File: src/rtl/tmx_pkg.sv
package tmx_pkg;
    // channel group layout
    localparam int CH_N    = 8;
    localparam int STAT_LO = 4;

    // register byte offsets (channel k = channel number - 4)
    localparam int OFS_MATCH = 'h80;
    localparam int OFS_COUNT = 'h40;
    localparam int OFS_CTRL  = 'hC0;
    localparam int OFS_SNAP  = 'h20;
    localparam int OFS_STAT  = 'h14;
    localparam int OFS_IEN   = 'h1C;

    // control word layout
    localparam int RATE_W   = 3;
    localparam int NARROW_W = 8;
    localparam int CTRL_W   = 10;
    localparam int B_RESET  = 3;
    localparam int B_REPEAT = 6;
    localparam int B_OWN    = 7;
    localparam int B_SYNC   = 8;
    localparam int B_SNAP   = 9;

    // lower half: index 0 leads the group; upper half: even index leads its pair
    function automatic int leader_of(input int idx);
        return (idx < CH_N / 2) ? 0 : (idx & ~1);
    endfunction
endpackage

File: src/rtl/tmx_rate_sel.sv
module tmx_rate_sel #(
    parameter int TICK_N = 4,
    parameter int CODE_W = 3
) (
    input  logic [CODE_W-1:0] code,
    input  logic              force_stop,
    input  logic [TICK_N-1:0] tick_en,
    output logic              step
);
    // code k+1 selects tick_en[k]; every other code is a stop
    always_comb begin
        step = 1'b0;
        for (int k = 0; k < TICK_N; k++) begin
            if (code == CODE_W'(k + 1)) begin
                step = tick_en[k];
            end
        end
        if (force_stop) begin
            step = 1'b0;
        end
    end
endmodule

File: src/rtl/tmx_counter.sv
module tmx_counter #(
    parameter int DW = 32
) (
    input  logic          clk,
    input  logic          rst_n,
    input  logic          load,
    input  logic [DW-1:0] load_val,
    input  logic          step,
    input  logic          clear,
    output logic [DW-1:0] cnt_q,
    output logic [DW-1:0] cnt_inc
);
    logic [DW-1:0] cnt_d;

    always_comb begin
        cnt_inc = cnt_q + DW'(1);
        cnt_d   = cnt_q;
        if (load) begin
            cnt_d = load_val;
        end else if (step) begin
            cnt_d = clear ? '0 : cnt_inc;
        end
    end

    always_ff @(posedge clk or negedge rst_n) begin
        if (!rst_n) begin
            cnt_q <= '0;
        end else begin
            cnt_q <= cnt_d;
        end
    end
endmodule

File: src/rtl/tmx_match.sv
module tmx_match #(
    parameter int DW = 32
) (
    input  logic          clk,
    input  logic          rst_n,
    input  logic          src_step,
    input  logic [DW-1:0] src_next,
    input  logic [DW-1:0] match_val,
    input  logic          periodic,
    input  logic          arm_set,
    output logic          hit,
    output logic          fire,
    output logic          armed_q
);
    logic armed_d;

    always_comb begin
        hit     = src_step && (src_next == match_val);
        fire    = hit && (periodic || armed_q);
        armed_d = armed_q;
        if (arm_set) begin
            armed_d = 1'b1;
        end else if (hit) begin
            armed_d = 1'b0;
        end
    end

    always_ff @(posedge clk or negedge rst_n) begin
        if (!rst_n) begin
            armed_q <= 1'b0;
        end else begin
            armed_q <= armed_d;
        end
    end
endmodule

File: src/rtl/tmx_ext_timer.sv
module tmx_ext_timer
    import tmx_pkg::*;
#(
    parameter int DW     = 32,
    parameter int TICK_N = 4,
    parameter int AW     = 8
) (
    input  logic              clk,
    input  logic              rst_n,
    input  logic [TICK_N-1:0] tick_en,
    input  logic              bus_wr,
    input  logic              bus_rd,
    input  logic [AW-1:0]     bus_addr,
    input  logic [DW-1:0]     bus_wdata,
    output logic [DW-1:0]     bus_rdata,
    output logic              irq
);
    localparam int HALF = CH_N / 2;

    typedef struct packed {
        logic [CH_N-1:0][DW-1:0]     match;
        logic [CH_N-1:0][CTRL_W-1:0] ctrl;
        logic [CH_N-1:0]             stat;
        logic [CH_N-1:0]             ien;
        logic [DW-1:0]               snap;
    } regs_t;

    regs_t r_q, r_d;

    logic [CH_N-1:0][CTRL_W-1:0] ctrl_q;
    logic [CH_N-1:0]             stat_q;
    logic [CH_N-1:0]             ien_q;
    logic [DW-1:0]               snap_q;

    logic [CH_N-1:0]         wr_match, wr_count, wr_ctrl, rd_count;
    logic                    wr_stat, wr_ien;
    logic [CH_N-1:0]         shared, stop_rq, own_step, src_step;
    logic [CH_N-1:0]         hit, fire, armed, zero_req;
    logic [CH_N-1:0][DW-1:0] cnt_q, cnt_inc, src_next;
    logic [CH_N-1:0]         stat_clr;

    assign ctrl_q = r_q.ctrl;
    assign stat_q = r_q.stat;
    assign ien_q  = r_q.ien;
    assign snap_q = r_q.snap;

    function automatic logic [AW-1:0] slot(input int base, input int idx);
        return AW'(base + 4 * idx);
    endfunction

    // address decode
    always_comb begin
        for (int i = 0; i < CH_N; i++) begin
            wr_match[i] = bus_wr && (bus_addr == slot(OFS_MATCH, i));
            wr_count[i] = bus_wr && (bus_addr == slot(OFS_COUNT, i));
            wr_ctrl[i]  = bus_wr && (bus_addr == slot(OFS_CTRL, i));
            rd_count[i] = bus_rd && (bus_addr == slot(OFS_COUNT, i));
        end
        wr_stat = bus_wr && (bus_addr == AW'(OFS_STAT));
        wr_ien  = bus_wr && (bus_addr == AW'(OFS_IEN));
    end

    // per-channel datapath
    for (genvar i = 0; i < CH_N; i++) begin : g_ch
        localparam int LEAD   = leader_of(i);
        localparam bit FOLLOW = (LEAD != i);
        localparam bit WIDE   = (i >= HALF);

        assign shared[i]  = FOLLOW && !ctrl_q[i][B_OWN];
        assign stop_rq[i] = shared[i] || (WIDE && ctrl_q[i][B_SYNC]);

        tmx_rate_sel #(
            .TICK_N (TICK_N),
            .CODE_W (RATE_W)
        ) u_rate (
            .code       (ctrl_q[i][RATE_W-1:0]),
            .force_stop (stop_rq[i]),
            .tick_en    (tick_en),
            .step       (own_step[i])
        );

        tmx_counter #(
            .DW (DW)
        ) u_cnt (
            .clk      (clk),
            .rst_n    (rst_n),
            .load     (wr_count[i]),
            .load_val (bus_wdata),
            .step     (own_step[i]),
            .clear    (zero_req[i]),
            .cnt_q    (cnt_q[i]),
            .cnt_inc  (cnt_inc[i])
        );

        assign src_step[i] = shared[i] ? own_step[LEAD] : own_step[i];
        assign src_next[i] = shared[i] ? cnt_inc[LEAD]  : cnt_inc[i];

        tmx_match #(
            .DW (DW)
        ) u_match (
            .clk       (clk),
            .rst_n     (rst_n),
            .src_step  (src_step[i]),
            .src_next  (src_next[i]),
            .match_val (r_q.match[i]),
            .periodic  (ctrl_q[i][B_REPEAT]),
            .arm_set   (wr_match[i] || wr_count[i]),
            .hit       (hit[i]),
            .fire      (fire[i]),
            .armed_q   (armed[i])
        );
    end

    // reset-on-match: a firing channel zeroes whichever counter it watches
    always_comb begin
        zero_req = '0;
        for (int i = 0; i < CH_N; i++) begin
            if (fire[i] && ctrl_q[i][B_RESET]) begin
                zero_req[shared[i] ? leader_of(i) : i] = 1'b1;
            end
        end
    end

    // next register state
    always_comb begin
        r_d = r_q;
        for (int i = 0; i < CH_N; i++) begin
            if (wr_match[i]) begin
                r_d.match[i] = bus_wdata;
            end
            if (wr_ctrl[i]) begin
                if (i < HALF) begin
                    r_d.ctrl[i] = CTRL_W'(bus_wdata[NARROW_W-1:0]);
                end else begin
                    r_d.ctrl[i] = bus_wdata[CTRL_W-1:0];
                end
            end
        end
        if (wr_ien) begin
            r_d.ien = bus_wdata[STAT_LO +: CH_N];
        end
        stat_clr  = wr_stat ? bus_wdata[STAT_LO +: CH_N] : '0;
        r_d.stat  = (r_q.stat & ~stat_clr) | (fire & r_q.ien);
        for (int i = HALF + 1; i < CH_N; i += 2) begin
            if (rd_count[i] && ctrl_q[i][B_SNAP]) begin
                r_d.snap = cnt_q[i-1];
            end
        end
    end

    always_ff @(posedge clk or negedge rst_n) begin
        if (!rst_n) begin
            r_q <= '0;
        end else begin
            r_q <= r_d;
        end
    end

    // read mux
    always_comb begin
        bus_rdata = '0;
        for (int i = 0; i < CH_N; i++) begin
            if (bus_addr == slot(OFS_MATCH, i)) bus_rdata = r_q.match[i];
            if (bus_addr == slot(OFS_COUNT, i)) bus_rdata = cnt_q[i];
            if (bus_addr == slot(OFS_CTRL, i))  bus_rdata = DW'(ctrl_q[i]);
        end
        if (bus_addr == AW'(OFS_STAT)) bus_rdata = DW'({stat_q, {STAT_LO{1'b0}}});
        if (bus_addr == AW'(OFS_IEN))  bus_rdata = DW'({ien_q, {STAT_LO{1'b0}}});
        if (bus_addr == AW'(OFS_SNAP)) bus_rdata = snap_q;
    end

    assign irq = |stat_q;
endmodule

File: config.mk
export PLATFORM = sky130hd
export DESIGN_NAME = tmx_ext_timer
export DESIGN_NICKNAME = d
export VERILOG_FILES = /design/src/rtl/tmx_pkg.sv /design/src/rtl/tmx_rate_sel.sv /design/src/rtl/tmx_counter.sv /design/src/rtl/tmx_match.sv /design/src/rtl/tmx_ext_timer.sv
export SDC_FILE = /design/constraint.sdc
export NUM_CORES = 2
export LEC_CHECK = 0
export CAP_MARGIN = 20
export CORE_MARGIN = 4
export CORE_UTILIZATION = 45
export CTS_CLUSTER_DIAMETER = 30
export DETAILED_ROUTE_END_ITERATION = 12
export DONT_BUFFER_PORTS = 1
export SYNTH_ARGS = -nofsm -noshare
export SYNTH_HDL_FRONTEND = slang
export SYNTH_HIERARCHICAL = 1
export SYNTH_SLANG_ARGS = --single-unit
File: constraint.sdc
create_clock -name clk -period 5.4 [get_ports clk]
set_clock_uncertainty 0.05 [all_clocks]
set_input_delay 0 -clock clk [delete_from_list [all_inputs] [get_ports clk]]
set_output_delay 0 -clock clk [all_outputs]
set_load 0.01 [all_outputs]
==> summary.md <==
| Metric | Value |
|---|---|
| Initial DRC Count | `6356` |
| Worst endpoint data arrival time | `5920 ps` |
| CP endpoint kind | `flop` |
| Synthesized area | `0.0471 mm²` |
| Root Driver | `clkbuf_16` |
| Max_cap viols | `0` |
| Antenna violations before repair | `28` |
| Vias in the first global route | `45.6k` |
| RD Place Congestion | `1.06` |
| Boundary Pins | `81` |
| Largest net degree at the start of global routing | `641` |
| Final Max Tran Viols | `491` |
| Max FO, Critical Path | `7` |
| LEAKAGE | `24.9 nW` |
| GRT overflow | `0` |
| CTS tree | `done` |
| Final period util | `98.5%` |
| FP Rows | `118` |
| Power after layout | `20.0 mW` |
| Syn nets | `5287` |
| Final hold vios | `487` |
| CP startpoint kind | `flop` |
| CTS H-Tree Depth | `4` |
| Drt pass-1 iters | `10` |
| Status | `complete, but fails checks` |
| FMAX | `188 MHz` |
| Ys Warns | `6` |
| Failing checks | `negative hold slack, max-slew violations` |
| Post-DR wirelength/cell | `34.4 µm` |
| Final Setup Violations | `0` |
| Detail Route Antenna Nets | `0` |
| Share of cells above drive strength 1 | `24.6%` |
| Final Net Count | `5479` |
| Core Region | `0.104 mm²` |
| Port bufs | `0` |
| Vias | `47.3k` |
| Area delta synth->final | `22.9%` |
| Via-to-Cell Ratio | `6.78` |
| Worst-Margin Slew | `5140 ps` |
| Clk_lat worst skew | `790 ps` |
| Setup tns final | `0 ps` |
| Cts hold-fix bufs | `114` |
| Placed insts | `6483` |
| DRC | `0` |
| Die Wd | `331 µm` |
| VDD IR-drop max | `0.000404 V` |
| Worst Path Required | `6000 ps` |
| Clock Tree Buf Depth | `3` |
| Hold Crit Class | `primary input to asynchronous set/reset pin` |
| Fin Hold WS | `-1090 ps` |
| Cts bufs inserted | `189` |
| Final wirelength | `240000 µm` |
| Final min period | `5320 ps` |
| Worst-path clk slew | `40 ps` |
| Clock sink total | `640` |
| Cell count after synthesis | `5231` |
| Wire length of the first global-routing pass | `337000 µm` |
| Number of fill cells | `9448` |
| Syn avg cell area | `9.00 µm²` |
| Initial Util | `45.4%` |
| Die H | `331 µm` |
| RSZ-0062 raised after global routing | `yes` |
| Max-slew headroom | `-243%` |
| Die area | `0.110 mm²` |
| Pwr Density | `345 mW/mm²` |
| Worst setup path category | `flop to flop` |
| Final HPWL from detailed placement | `165000 µm` |
| All-layer global routing usage | `42.0%` |
| Layout Cells excl Fill | `6987` |
[power by group]
group	total, mW	internal (mW)	switching [mW]	leakage (nW)
clock	11.9	8.30	3.62	3.27
combinational	2.52	0.996	1.53	13.0
sequential	5.55	5.09	0.462	8.62
total	20.0	14.4	5.61	24.9
[per-stage QoR]
stage	hold WS (ps)	instance area, µm²	utilization, %	setup slack [ps]
after floorplan	-346	47100	-	911
after global placement	-301	49300	47.5	-175
after detailed placement	-301	49300	47.6	-138
after CTS	-1110	57600	55.6	-21.5
after global routing	-1090	57900	55.8	-74.1
final	-1090	57900	55.9	82.8
[metal layers]
metal / vias to the layer above / share of wire [%] / global-route usage (%)
li1: 19900 / - / -
met1: 23400 / 36 / 48.6
met2: 3043 / 43 / 62.6
met3: 927 / 11 / 15.5
met4: 12 / 9.6 / 33.8
met5: - / 0.030 / 0
[cells in the final DEF, fill, tap and decap left out, drive strengths merged, types with 141 or more instances in the layout]
cell type,instances
nor2,271
clkbuf,235
a21oi,265
o21ai,454
nand2,536
xor2,200
nand3,165
xnor2,296
nand4,141
buf,325
dfrtp,640
mux2,511
[final timing paths]
check | start | end | slack (ps) | cells after the start
hold reg to reg | ctrl_q[47]$_DFFE_PN0P_ | ctrl_q[47]$_DFFE_PN0P_ | 450 | 1
setup / recovery | g_ch[3].u_cnt/cnt_q[8]$_DFFE_PN0P_ | g_ch[0].u_cnt/cnt_q[1]$_DFFE_PN0P_ | 80 | 20
hold / removal | rst_n | g_ch[2].u_cnt/cnt_q[17]$_DFFE_PN0P_ | -1090 | 0
setup reg to reg | g_ch[3].u_cnt/cnt_q[8]$_DFFE_PN0P_ | g_ch[0].u_cnt/cnt_q[1]$_DFFE_PN0P_ | 80 | 20
min in group clk | tick_en[0] | g_ch[7].u_cnt/cnt_q[27]$_DFFE_PN0P_ | 50 | 5
max in group asynchronous | rst_n | snap_q[29]$_DFFE_PN0P_ | 2420 | 0
[registers in the layout, summed over array words and instances (netlist names)]
signal,flops
r_q,256
g_ch.u_match/armed_q,8
ien_q,8
ctrl_q,72
g_ch.u_cnt/cnt_q,256
snap_q,32
stat_q,8
[critical path, stage by stage (launching register included)]
cell	delay [ps]
dfrtp_1	500
buf_4	210
and4_1	270
nand4_1	180
nor2_1	180
buf_4	160
nand3_1	90
xnor2_1	180
mux2_2	290
xnor2_1	270
nand4_1	140
or4_4	530
nor4_2	360
buf_4	190
nand2_1	180
o221ai_2	320
inv_1	90
buf_4	180
a31oi_1	160
o21ai_0	80
dlygate4sd3_1	580
[area by class of cell]
cell class	instances	area [µm²]	share of cell area, %
flip-flops and latches	640	16000	27.7
clock buffers	231	5180	8.95
clock inverters	123	1630	2.81
multi-input cells	4115	29300	50.5
well taps	1380	1730	2.98
diodes	21	52.6	0.0908
repair buffers	410	3770	6.51
inverters	67	251	0.434
[timing repair]
| action | 4_1_cts | 5_1_grt |
|---|---|---|
| resized for setup | 2 | 34 |
| gates cloned | 0 | 0 |
| setup buffers | 0 | 10 |
| hold endpoints to repair | 1262 | 640 |
| endpoints found under the setup margin | 32 | 172 |
| pin swaps | 0 | 6 |
(Power assumes the default switching activity.)
